File: config.mk
export PLATFORM = sky130hd
export DESIGN_NAME = alu2_core
export DESIGN_NICKNAME = d
export VERILOG_FILES = /design/src/rtl/alu2_pkg.sv /design/src/rtl/alu2_binadd.sv /design/src/rtl/alu2_bcdadd.sv /design/src/rtl/alu2_bitwise.sv /design/src/rtl/alu2_core.sv
export SDC_FILE = /design/constraint.sdc
export NUM_CORES = 1
export LEC_CHECK = 0
export ABC_CLOCK_PERIOD_IN_PS = 37400
export BUFFER_PORTS_ARGS = -buffer_cell sky130_fd_sc_hd__buf_2
export CAP_MARGIN = 5
export CORE_ASPECT_RATIO = 0.75
export CORE_MARGIN = 10
export CORE_UTILIZATION = 57
export DETAILED_ROUTE_END_ITERATION = 8
export PLACE_DENSITY = 0.83
export SLEW_MARGIN = 10
export SYNTH_ARGS = -nofsm -noshare
export SYNTH_HDL_FRONTEND = slang
export SYNTH_SLANG_ARGS = --single-unit
File: constraint.sdc
create_clock -name vclk -period 37.4
set_clock_uncertainty 0.05 [all_clocks]
set_input_delay 9.35 -clock vclk [all_inputs]
set_output_delay 9.35 -clock vclk [all_outputs]
set_load 0.05 [all_outputs]
File: src/rtl/alu2_pkg.sv
package alu2_pkg;

   typedef enum logic [3:0] {
      OP_MOVE = 4'h4,
      OP_ADD  = 4'h5,
      OP_ADDC = 4'h6,
      OP_SUBC = 4'h7,
      OP_SUB  = 4'h8,
      OP_CMP  = 4'h9,
      OP_DADD = 4'hA,
      OP_TEST = 4'hB,
      OP_CLR  = 4'hC,
      OP_SET  = 4'hD,
      OP_XOR  = 4'hE,
      OP_AND  = 4'hF
   } alu2_op_e;

   typedef struct packed {
      logic v;
      logic n;
      logic z;
      logic c;
   } alu2_flags_t;

endpackage

File: src/rtl/alu2_binadd.sv
module alu2_binadd #(
   parameter int DATA_W = 16,
   parameter int LANE_W = 8
) (
   input  logic [DATA_W-1:0] a,
   input  logic [DATA_W-1:0] b,
   input  logic              cin,
   input  logic              byte_mode,
   output logic [DATA_W-1:0] sum,
   output logic              cout,
   output logic              ovf
);
   localparam int HI_W = DATA_W - LANE_W;

   logic [DATA_W:0] wide;
   logic [LANE_W:0] narrow;

   assign wide   = {1'b0, a} + {1'b0, b} + {{DATA_W{1'b0}}, cin};
   assign narrow = {1'b0, a[LANE_W-1:0]} + {1'b0, b[LANE_W-1:0]} + {{LANE_W{1'b0}}, cin};

   always_comb begin
      if (byte_mode) begin
         sum  = {{HI_W{1'b0}}, narrow[LANE_W-1:0]};
         cout = narrow[LANE_W];
         ovf  = (a[LANE_W-1] == b[LANE_W-1]) && (narrow[LANE_W-1] != a[LANE_W-1]);
      end else begin
         sum  = wide[DATA_W-1:0];
         cout = wide[DATA_W];
         ovf  = (a[DATA_W-1] == b[DATA_W-1]) && (wide[DATA_W-1] != a[DATA_W-1]);
      end
   end

   // A byte sum never produces upper bits
   always_comb begin
      AST_BYTE_SUM_NARROW: assert (!byte_mode || sum[DATA_W-1:LANE_W] == '0);
   end

endmodule

File: src/rtl/alu2_bcdadd.sv
module alu2_bcdadd #(
   parameter int DATA_W = 16,
   parameter int LANE_W = 8
) (
   input  logic [DATA_W-1:0] a,
   input  logic [DATA_W-1:0] b,
   input  logic              cin,
   input  logic              byte_mode,
   output logic [DATA_W-1:0] sum,
   output logic              cout
);
   localparam int DIGITS   = DATA_W / 4;
   localparam int LANE_DIG = LANE_W / 4;
   localparam int HI_W     = DATA_W - LANE_W;

   logic [DIGITS:0]   chain;
   logic [DATA_W-1:0] raw;

   assign chain[0] = cin;

   for (genvar d = 0; d < DIGITS; d++) begin : g_digit
      logic [4:0] part;
      logic       fix;
      assign part = {1'b0, a[4*d +: 4]} + {1'b0, b[4*d +: 4]} + {4'b0, chain[d]};
      assign fix  = (part > 5'd9);
      assign raw[4*d +: 4] = fix ? (part[3:0] + 4'd6) : part[3:0];
      assign chain[d+1]    = fix;
   end

   assign sum  = byte_mode ? {{HI_W{1'b0}}, raw[LANE_W-1:0]} : raw;
   assign cout = byte_mode ? chain[LANE_DIG] : chain[DIGITS];

   // Each corrected digit must land in decimal range when its inputs are decimal
   for (genvar d = 0; d < DIGITS; d++) begin : g_chk
      always_comb begin
         AST_DIGIT_DECIMAL: assert (a[4*d +: 4] > 4'd9 || b[4*d +: 4] > 4'd9
                                    || raw[4*d +: 4] <= 4'd9);
      end
   end

endmodule

File: src/rtl/alu2_bitwise.sv
module alu2_bitwise
   import alu2_pkg::*;
#(
   parameter int DATA_W = 16
) (
   input  alu2_op_e          op,
   input  logic [DATA_W-1:0] a,
   input  logic [DATA_W-1:0] b,
   output logic [DATA_W-1:0] y
);
   always_comb begin
      unique case (op)
         OP_MOVE:         y = a;
         OP_TEST, OP_AND: y = a & b;
         OP_CLR:          y = ~a & b;
         OP_SET:          y = a | b;
         OP_XOR:          y = a ^ b;
         default:         y = '0;
      endcase
   end
endmodule

File: src/rtl/alu2_core.sv
module alu2_core
   import alu2_pkg::*;
#(
   parameter int DATA_W = 16
) (
   input  logic [3:0]        op,
   input  logic              byte_mode,
   input  logic [DATA_W-1:0] src,
   input  logic [DATA_W-1:0] dst,
   input  logic              c_in,
   output logic [DATA_W-1:0] result,
   output logic              wr_en,
   output logic              n_out,
   output logic              z_out,
   output logic              c_out,
   output logic              v_out,
   output logic              upd_n,
   output logic              upd_z,
   output logic              upd_c,
   output logic              upd_v
);
   localparam int LANE_W = 8;
   localparam int HI_W   = DATA_W - LANE_W;

   if (DATA_W % 8 != 0 || DATA_W < 16) begin : g_bad_width
      $error("alu2_core: DATA_W must be a multiple of 8 and at least 16");
   end

   alu2_op_e          opc;
   logic [DATA_W-1:0] width_mask;
   logic [DATA_W-1:0] add_a;
   logic              add_cin;
   logic [DATA_W-1:0] add_sum;
   logic              add_cout;
   logic              add_ovf;
   logic [DATA_W-1:0] bcd_sum;
   logic              bcd_cout;
   logic [DATA_W-1:0] bit_y;
   logic [DATA_W-1:0] res_sel;
   logic              top_res;
   logic              top_src;
   logic              top_dst;
   logic              is_zero;
   logic              is_sub;
   alu2_flags_t       fval;
   alu2_flags_t       fupd;

   assign opc        = alu2_op_e'(op);
   assign width_mask = byte_mode ? {{HI_W{1'b0}}, {LANE_W{1'b1}}} : {DATA_W{1'b1}};
   assign is_sub     = (opc == OP_SUBC) || (opc == OP_SUB) || (opc == OP_CMP);
   assign add_a      = is_sub ? ~src : src;

   always_comb begin
      unique case (opc)
         OP_ADDC, OP_SUBC:  add_cin = c_in;
         OP_SUB, OP_CMP:    add_cin = 1'b1;
         default:           add_cin = 1'b0;
      endcase
   end

   alu2_binadd #(.DATA_W(DATA_W), .LANE_W(LANE_W)) u_add (
      .a         (add_a),
      .b         (dst),
      .cin       (add_cin),
      .byte_mode (byte_mode),
      .sum       (add_sum),
      .cout      (add_cout),
      .ovf       (add_ovf)
   );

   alu2_bcdadd #(.DATA_W(DATA_W), .LANE_W(LANE_W)) u_bcd (
      .a         (src),
      .b         (dst),
      .cin       (c_in),
      .byte_mode (byte_mode),
      .sum       (bcd_sum),
      .cout      (bcd_cout)
   );

   alu2_bitwise #(.DATA_W(DATA_W)) u_bit (
      .op (opc),
      .a  (src),
      .b  (dst),
      .y  (bit_y)
   );

   always_comb begin
      unique case (opc)
         OP_ADD, OP_ADDC, OP_SUBC, OP_SUB, OP_CMP: res_sel = add_sum;
         OP_DADD:                                  res_sel = bcd_sum;
         default:                                  res_sel = bit_y;
      endcase
   end

   assign result  = res_sel & width_mask;
   assign top_res = byte_mode ? result[LANE_W-1] : result[DATA_W-1];
   assign top_src = byte_mode ? src[LANE_W-1]    : src[DATA_W-1];
   assign top_dst = byte_mode ? dst[LANE_W-1]    : dst[DATA_W-1];
   assign is_zero = (result == '0);

   always_comb begin
      fval  = '0;
      fupd  = '0;
      wr_en = 1'b1;
      unique case (opc)
         OP_ADD, OP_ADDC, OP_SUBC, OP_SUB, OP_CMP: begin
            fupd = '{v: 1'b1, n: 1'b1, z: 1'b1, c: 1'b1};
            fval = '{v: add_ovf, n: top_res, z: is_zero, c: add_cout};
            wr_en = (opc != OP_CMP);
         end
         OP_DADD: begin
            fupd = '{v: 1'b0, n: 1'b1, z: 1'b1, c: 1'b1};
            fval = '{v: 1'b0, n: top_res, z: is_zero, c: bcd_cout};
         end
         OP_TEST, OP_AND: begin
            fupd = '{v: 1'b1, n: 1'b1, z: 1'b1, c: 1'b1};
            fval = '{v: 1'b0, n: top_res, z: is_zero, c: !is_zero};
            wr_en = (opc != OP_TEST);
         end
         OP_XOR: begin
            fupd = '{v: 1'b1, n: 1'b1, z: 1'b1, c: 1'b1};
            fval = '{v: top_src & top_dst, n: top_res, z: is_zero, c: !is_zero};
         end
         OP_MOVE, OP_CLR, OP_SET: begin
            fupd = '0;
         end
         default: begin
            wr_en = 1'b0;
         end
      endcase
   end

   assign n_out = fval.n;
   assign z_out = fval.z;
   assign c_out = fval.c;
   assign v_out = fval.v;
   assign upd_n = fupd.n;
   assign upd_z = fupd.z;
   assign upd_c = fupd.c;
   assign upd_v = fupd.v;

   always_comb begin
      AST_UPPER_CLEAR: assert (!byte_mode || result[DATA_W-1:LANE_W] == '0);
      AST_N_FROM_RESULT: assert (!upd_n || n_out == (byte_mode ? result[LANE_W-1]
                                                              : result[DATA_W-1]));
      AST_Z_FROM_RESULT: assert (!upd_z || z_out == (result == '0));
      AST_NO_STORE_CMP_TEST: assert (!(op == 4'h9 || op == 4'hB) || !wr_en);
      AST_QUIET_FLAGS: assert (!(op == 4'h4 || op == 4'hC || op == 4'hD)
                               || !(upd_n || upd_z || upd_c || upd_v));
      AST_C_IS_NOT_Z: assert (!(op == 4'hB || op == 4'hE || op == 4'hF)
                              || c_out == !z_out);
      AST_LOW_CODES_IDLE: assert (op >= 4'h4 || (!wr_en && result == '0));
      AST_MASKED_LOW: assert ((upd_n || !n_out) && (upd_z || !z_out)
                              && (upd_c || !c_out) && (upd_v || !v_out));
   end

endmodule

After elaboration in Yosys (flattened, before gate mapping)
Cells that the tools add are included.
{"block": "classes", "add_sub_neg": 16, "order_cmp": 4, "n_eq_ne": 18, "n_mux": 20, "n_bitwise": 7, "n_reduce_logical": 12}
{"op": "16-bit case mux with 5 select lines", "count": 1}
{"op": "16-bit 2-to-1 mux", "count": 4}
{"op": "16-bit bitwise AND", "count": 3}
{"op": "4-bit == test (second input constant)", "count": 8}
{"op": "16-bit case mux with 2 select lines", "count": 1}
{"op": "4-bit by 4-bit adder with 5-bit output", "count": 4}
{"op": "5-bit by 1-bit adder with 5-bit output", "count": 4}
{"op": "5-bit by 4-bit greater-than comparator with 1-bit output (second input constant)", "count": 4}
{"op": "16-bit by 16-bit adder with 17-bit output", "count": 1}
{"op": "17-bit by 1-bit adder with 17-bit output", "count": 1}
{"op": "4-bit by 3-bit adder with 4-bit output (second input constant)", "count": 4}
{"op": "4-bit by 3-bit == test with 1-bit output (second input constant)", "count": 4}
{"op": "16-bit logical NOT", "count": 1}
{"op": "4-bit 2-to-1 mux", "count": 4}
{"op": "16-bit NOT", "count": 1}
{"op": "16-bit OR", "count": 1}
{"op": "4-bit case mux with 4 select lines", "count": 1}
{"op": "16-bit bitwise XOR", "count": 1}
{"op": "5-bit OR reduction", "count": 2}
{"op": "8-bit by 8-bit adder with 9-bit output", "count": 1}
{"op": "9-bit by 1-bit adder with 9-bit output", "count": 1}
{"op": "4-bit inequality test (second input constant)", "count": 2}
{"op": "4-bit case mux with 2 select lines", "count": 1}
{"op": "8-bit OR reduction", "count": 1}
{"op": "10 further kinds", "count": 21}
{"block": "word_totals", "regBits": 0, "in_bits": 38}

Depth between registers and ports, before layout
{"block": "depth", "depth_word": 16, "depth_mapped": 37}

Cells and area by module
Synthesis repeated with hierarchy kept, for this count alone.
{"block": "unflattened", "cells_unflattened": 545, "area_unflattened_um2": 4018.9}
{"mod": "alu2_core", "n_inst": 1, "cells_per_inst": 164, "area_each_um2": 1133.6, "seq_area_each_um2": 0.0}
{"mod": "alu2_bitwise", "n_inst": 1, "cells_per_inst": 147, "area_each_um2": 1048.5, "seq_area_each_um2": 0.0}
{"mod": "alu2_bcdadd", "n_inst": 1, "cells_per_inst": 119, "area_each_um2": 989.7, "seq_area_each_um2": 0.0}
{"mod": "alu2_binadd", "n_inst": 1, "cells_per_inst": 115, "area_each_um2": 847.1, "seq_area_each_um2": 0.0}

Worst setup path after synthesis
Ideal clock, no wire load.
{"block": "synth_path", "kind": "in2out", "from": "input port src[0]", "to": "output port z_out", "arrival_time_ps": 18414, "required_time_ps": 28000, "path_slack_ps": 9586, "stages": 35, "path_buffers": 0, "path_cell_list": "fa_1 fa_1 xnor2_1 ha_1 nor2b_1 a31o_1 o31ai_4 fa_1 fa_1 xnor2_1 ha_1 nor2b_1 a21oi_1 a21boi_2 fa_1 fa_1 xor2_1 ha_1 o21ai_0 nand2_1 nor2_1 or2_2 fa_1 inv_1 fa_1 ha_1 a21boi_0 nor2b_1 mux2i_1 nor3_1 o31ai_1 nand3_1 nor2_1 or4b_4 nor4b_2"}
{"block": "synth_between", "elab_chain_len": 15, "word_cells_on_any_way": 34}
{"item": "from (decl)", "line_no": "alu2_core.sv:8", "text": "input logic [DATA_W-1:0] src,"}
{"item": "4-bit by 4-bit adder with 5-bit output", "line_no": "alu2_bcdadd.sv:24", "text": "assign part = {1'b0, a[4*d +: 4]} + {1'b0, b[4*d +: 4]} + {4'b0, chain[d]};"}
{"item": "5-bit by 1-bit adder with 5-bit output", "line_no": "alu2_bcdadd.sv:24"}
{"item": "5-bit by 4-bit greater-than comparator with 1-bit output", "line_no": "alu2_bcdadd.sv:25", "text": "assign fix = (part > 5'd9);"}
{"item": "5-bit by 1-bit adder with 5-bit output", "line_no": "alu2_bcdadd.sv:24"}
{"item": "5-bit by 4-bit greater-than comparator with 1-bit output", "line_no": "alu2_bcdadd.sv:25"}
{"item": "5-bit by 1-bit adder with 5-bit output", "line_no": "alu2_bcdadd.sv:24"}
{"item": "5-bit by 4-bit greater-than comparator with 1-bit output", "line_no": "alu2_bcdadd.sv:25"}
{"item": "5-bit by 1-bit adder with 5-bit output", "line_no": "alu2_bcdadd.sv:24"}
{"item": "4-bit by 3-bit adder with 4-bit output / 5-bit by 4-bit greater-than comparator with 1-bit output (equally long branches)", "line_no": "alu2_bcdadd.sv:26, alu2_bcdadd.sv:25"}
{"item": "4-bit 2-to-1 mux", "line_no": "alu2_bcdadd.sv:26", "text": "assign raw[4*d +: 4] = fix ? (part[3:0] + 4'd6) : part[3:0];"}
{"item": "16-bit 2-to-1 mux", "line_no": "alu2_bcdadd.sv:30", "text": "assign sum = byte_mode ? {{HI_W{1'b0}}, raw[LANE_W-1:0]} : raw;"}
{"item": "16-bit case mux with 2 select lines (*)", "line_no": "alu2_core.sv:88", "text": "unique case (opc)"}
{"item": "16-bit bitwise AND (*)", "line_no": "alu2_core.sv:95", "text": "assign result = res_sel & width_mask;"}
{"item": "via result[13]", "line_no": "alu2_core.sv:11", "text": "output logic [DATA_W-1:0] result,"}
{"item": "16-bit logical NOT (*)", "line_no": "alu2_core.sv:99", "text": "assign is_zero = (result == '0);"}
{"item": "4-bit case mux with 4 select lines (*)", "line_no": "alu2_core.sv:105", "text": "unique case (opc)"}
{"item": "to (decl)", "line_no": "alu2_core.sv:14", "text": "output logic z_out,"}
The timed path passes the listed nets; every way through them passes the cells marked *.

Final worst setup path
{"block": "layout_path", "from": "input port src[0]", "to": "output port z_out"}
{"block": "layout_between", "elab_chain_len": 15, "word_cells_on_any_way": 34}
{"item": "4-bit by 4-bit adder with 5-bit output", "line_no": "alu2_bcdadd.sv:24"}
{"item": "5-bit by 1-bit adder with 5-bit output", "line_no": "alu2_bcdadd.sv:24"}
{"item": "5-bit by 4-bit greater-than comparator with 1-bit output", "line_no": "alu2_bcdadd.sv:25"}
{"item": "5-bit by 1-bit adder with 5-bit output", "line_no": "alu2_bcdadd.sv:24"}
{"item": "5-bit by 4-bit greater-than comparator with 1-bit output", "line_no": "alu2_bcdadd.sv:25"}
{"item": "5-bit by 1-bit adder with 5-bit output", "line_no": "alu2_bcdadd.sv:24"}
{"item": "5-bit by 4-bit greater-than comparator with 1-bit output", "line_no": "alu2_bcdadd.sv:25"}
{"item": "5-bit by 1-bit adder with 5-bit output", "line_no": "alu2_bcdadd.sv:24"}
{"item": "4-bit by 3-bit adder with 4-bit output / 5-bit by 4-bit greater-than comparator with 1-bit output (equally long branches)", "line_no": "alu2_bcdadd.sv:26, alu2_bcdadd.sv:25"}
{"item": "4-bit 2-to-1 mux", "line_no": "alu2_bcdadd.sv:26"}
{"item": "16-bit 2-to-1 mux", "line_no": "alu2_bcdadd.sv:30"}
{"item": "16-bit case mux with 2 select lines (*)", "line_no": "alu2_core.sv:88"}
{"item": "16-bit bitwise AND (*)", "line_no": "alu2_core.sv:95"}
{"item": "16-bit logical NOT (*)", "line_no": "alu2_core.sv:99"}
{"item": "4-bit case mux with 4 select lines (*)", "line_no": "alu2_core.sv:105"}
Mark *: on every way between the ends. The rest lies on a longest branch, timed or not.

==> impl_metrics.json <==
{
  "number_of_hold_buffers_added_after_cts": 0,
  "area_growth_syn_to_fin_pct": 9.42,
  "report.final.slew_viol_count": 0,
  "detailedPlacementHpwl_mm": 10.2,
  "pwr-share-clk_pct": 0,
  "final_cell_count_no_fill": 623,
  "design.final.nets": 644,
  "drt_first_iter_violations": 581,
  "grt.overflow.total": 0,
  "row_count": 24,
  "startpoint_class_of_the_critical_path": "input port",
  "grt_setup_unrepaired": "false",
  "synth.most_common_cell": "ha_1",
  "seqPwrFrac_pct": 0,
  "placedCellCount": 623,
  "total_met3_wirelength_after_detailed_routing_mm": 1.76,
  "post_cts_resized": 0,
  "path_buf_inv": 3,
  "result_of_the_run": "completed",
  "syn-instance-count": 499,
  "highest_layer": "met4",
  "setup-violations-final": 0,
  "setup_total_negative_slack_ns": 0,
  "drcViolationCount": 0,
  "critical_path.most_common_cell": "fa_1",
  "globalplace.congestion": 0.977,
  "io_pins": 63,
  "power_leakage_nw": 1.86,
  "worstPathMaxFanout": 6,
  "worst_ep_required_time_ns": 28.00,
  "cell_internal_power_dissipation_mw": 0.0358,
  "timing.setup.critical_path_class": "in -> out",
  "routed-via-count": 4257,
  "first_global_vias": 3890,
  "die-width_microns": 111,
  "seq_cells": 0,
  "report.power.total_mw": 0.100,
  "routed_wirelength_mm": 12.7,
  "worstSetupPathDepth": 38,
  "data_arrival_critical_path_ns": 18.76,
  "chipHeight_microns": 88.3,
  "finalCritPeriodShare_pct": 75.3,
  "power_density_nw_per_um2": 25.9,
  "critPathTopFamily": "adder cells",
  "synth_mux_area_share_pct": 2.26,
  "antenna-diode-count": 0,
  "synthTopCellsByCount": "ha_1, inv_1, nand2_1",
  "final.clkbuf_count": 0,
  "routed-wl-met2_mm": 5.56,
  "comb_power_share_pct": 100.0,
  "grt_first_pass_wirelength_mm": 20.1,
  "grt_max_degree": 33,
  "fin_area_sq_um": 3880,
  "synth.yosys.warnings": 0,
  "grt_antenna_before_repair": 0,
  "drt-pass1-iter-count": 6,
  "core_sq_um": 5920,
  "die_outline_area_sq_um": 9810,
  "synth_area_per_cell_sq_um": 7.10,
  "cp-startpoint": "src[0]",
  "hold_viol": 0,
  "synth_fa_ha_area_share_pct": 22.9,
  "synth.area.top_cells": "ha_1, xnor2_1, fa_1",
  "multi_input_comb_area_sq_um": 3260,
  "post-cts-setup-buffer-count": 0,
  "endpoint": "z_out",
  "post_synth_instance_area_sq_um": 3540,
  "layout_setup_ws_ns": 9.24,
  "synth_compound_area_share_pct": 33.9,
  "vias_per_cell": 6.83,
  "synth_top_area_share_pct": 17.3,
  "timing.slew.headroom_pct": 34.4,
  "drv.max_cap_violation_count": 0,
  "ir_worst_vdd_mv": 0.0114,
  "synth_area_leader_cell": "ha_1",
  "register_cell_area_after_layout_sq_um": 0,
  "average_wire_length_per_cell_after_detail_routing_microns": 20.4,
  "critPathSlowestCell": "or4b_4",
  "pre_cts_ws_ns": 9.37,
  "class_of_the_tightest_hold_or_removal_check": "in -> out",
  "swShare_pct": 64.3,
  "largest_family_of_logic_cells_by_synthesized_area": "compound AO/OA/AOI/OAI gates",
  "max_slew.worst_pin.slew_ns": 0.971,
  "layout-drive-gt1-share_pct": 17.1,
  "post_synth_num_cell_types": 75,
  "power_switching_mw": 0.0645,
  "slowest_delay_ns": 0.47,
  "gr-usage-all-layers_pct": 23.9,
  "synth.yosys.seq_area_share_pct": 0,
  "dpl_cell_area_sq_um": 3880,
  "wirelength_met1_mm": 5.09,
  "yosys.area_share.xor_xnor_pct": 9.14,
  "io_buffers": 63,
  "count_of_fill_cells_added_during_filler_insertion": 528,
  "synth_simple_gate_area_share_pct": 23.8,
  "critPathCaptureType": "output port",
  "ant_nets": 0,
  "synth_fp_nets": 596,
  "clock.fmax_ghz": 0.0355,
  "finalCriticalPeriod_ns": 28.16,
  "initial_util_pct": 59.9
}
## per-stage QoR
step                utilization (%)  hold slack (ns)
finish                         65.6            19.19
global placement               65.6            19.19
global route                   65.6            19.23
floorplan                         -            19.09
detailed placement             65.6            19.19
CTS                            65.6            19.19
## cells by family (layout without fill, tap and decap cells)
family	after synthesis	in the layout
muxes	8	8
AOI/OAI and AO/OA	166	166
and+or+nand+nor	160	160
xor gates and xnor gates	37	37
buffers and inverters	69	115
adders and majority gates	59	59
## layout make-up
cell class / count / area share, %
Tap cell: 78 / 2.52
Inverter: 50 / 4.84
Multi-Input combinational cell: 430 / 84.1
Timing Repair Buffer: 65 / 8.52
## power by group through the flow
stage | combinational [mW] | sequential (mW) | clock, mW
after floorplan | 0.0732 | 0 | 0
after global placement | 0.0940 | 0 | 0
after detailed placement | 0.0969 | 0 | 0
after CTS | 0.0973 | 0 | 0
after global routing | 0.107 | 0 | 0
final | 0.100 | 0 | 0
## cell usage in the layout (no fill, tap or decap), drive strengths merged, types with 10 or more instances in the layout
cell type / count
xnor2: 23
ha: 49
a21o: 12
inv: 50
a21oi: 30
nand3: 14
buf: 65
o21ai: 27
nand2: 41
nor2: 38
fa: 10
xor2: 14
## per-layer routing
layer | track usage (%) | up-vias
met5 | 0 | -
met4 | 4.66 | 0
met3 | 4.80 | 34
met2 | 38.9 | 341
met1 | 32.2 | 1951
li1 | - | 1931
## worst min-delay path by stage
stage | start | endpoint | slack (ns) | depth (start not counted)
floorplan | dst[1] | result[1] | 19.09 | 2
global placement | dst[4] | result[4] | 19.19 | 4
detailed placement | dst[4] | result[4] | 19.19 | 4
CTS | dst[4] | result[4] | 19.19 | 4
global route | dst[4] | result[4] | 19.23 | 4
finish | dst[4] | result[4] | 19.19 | 4
No activity file was read; power rests on OpenSTA's default activity.
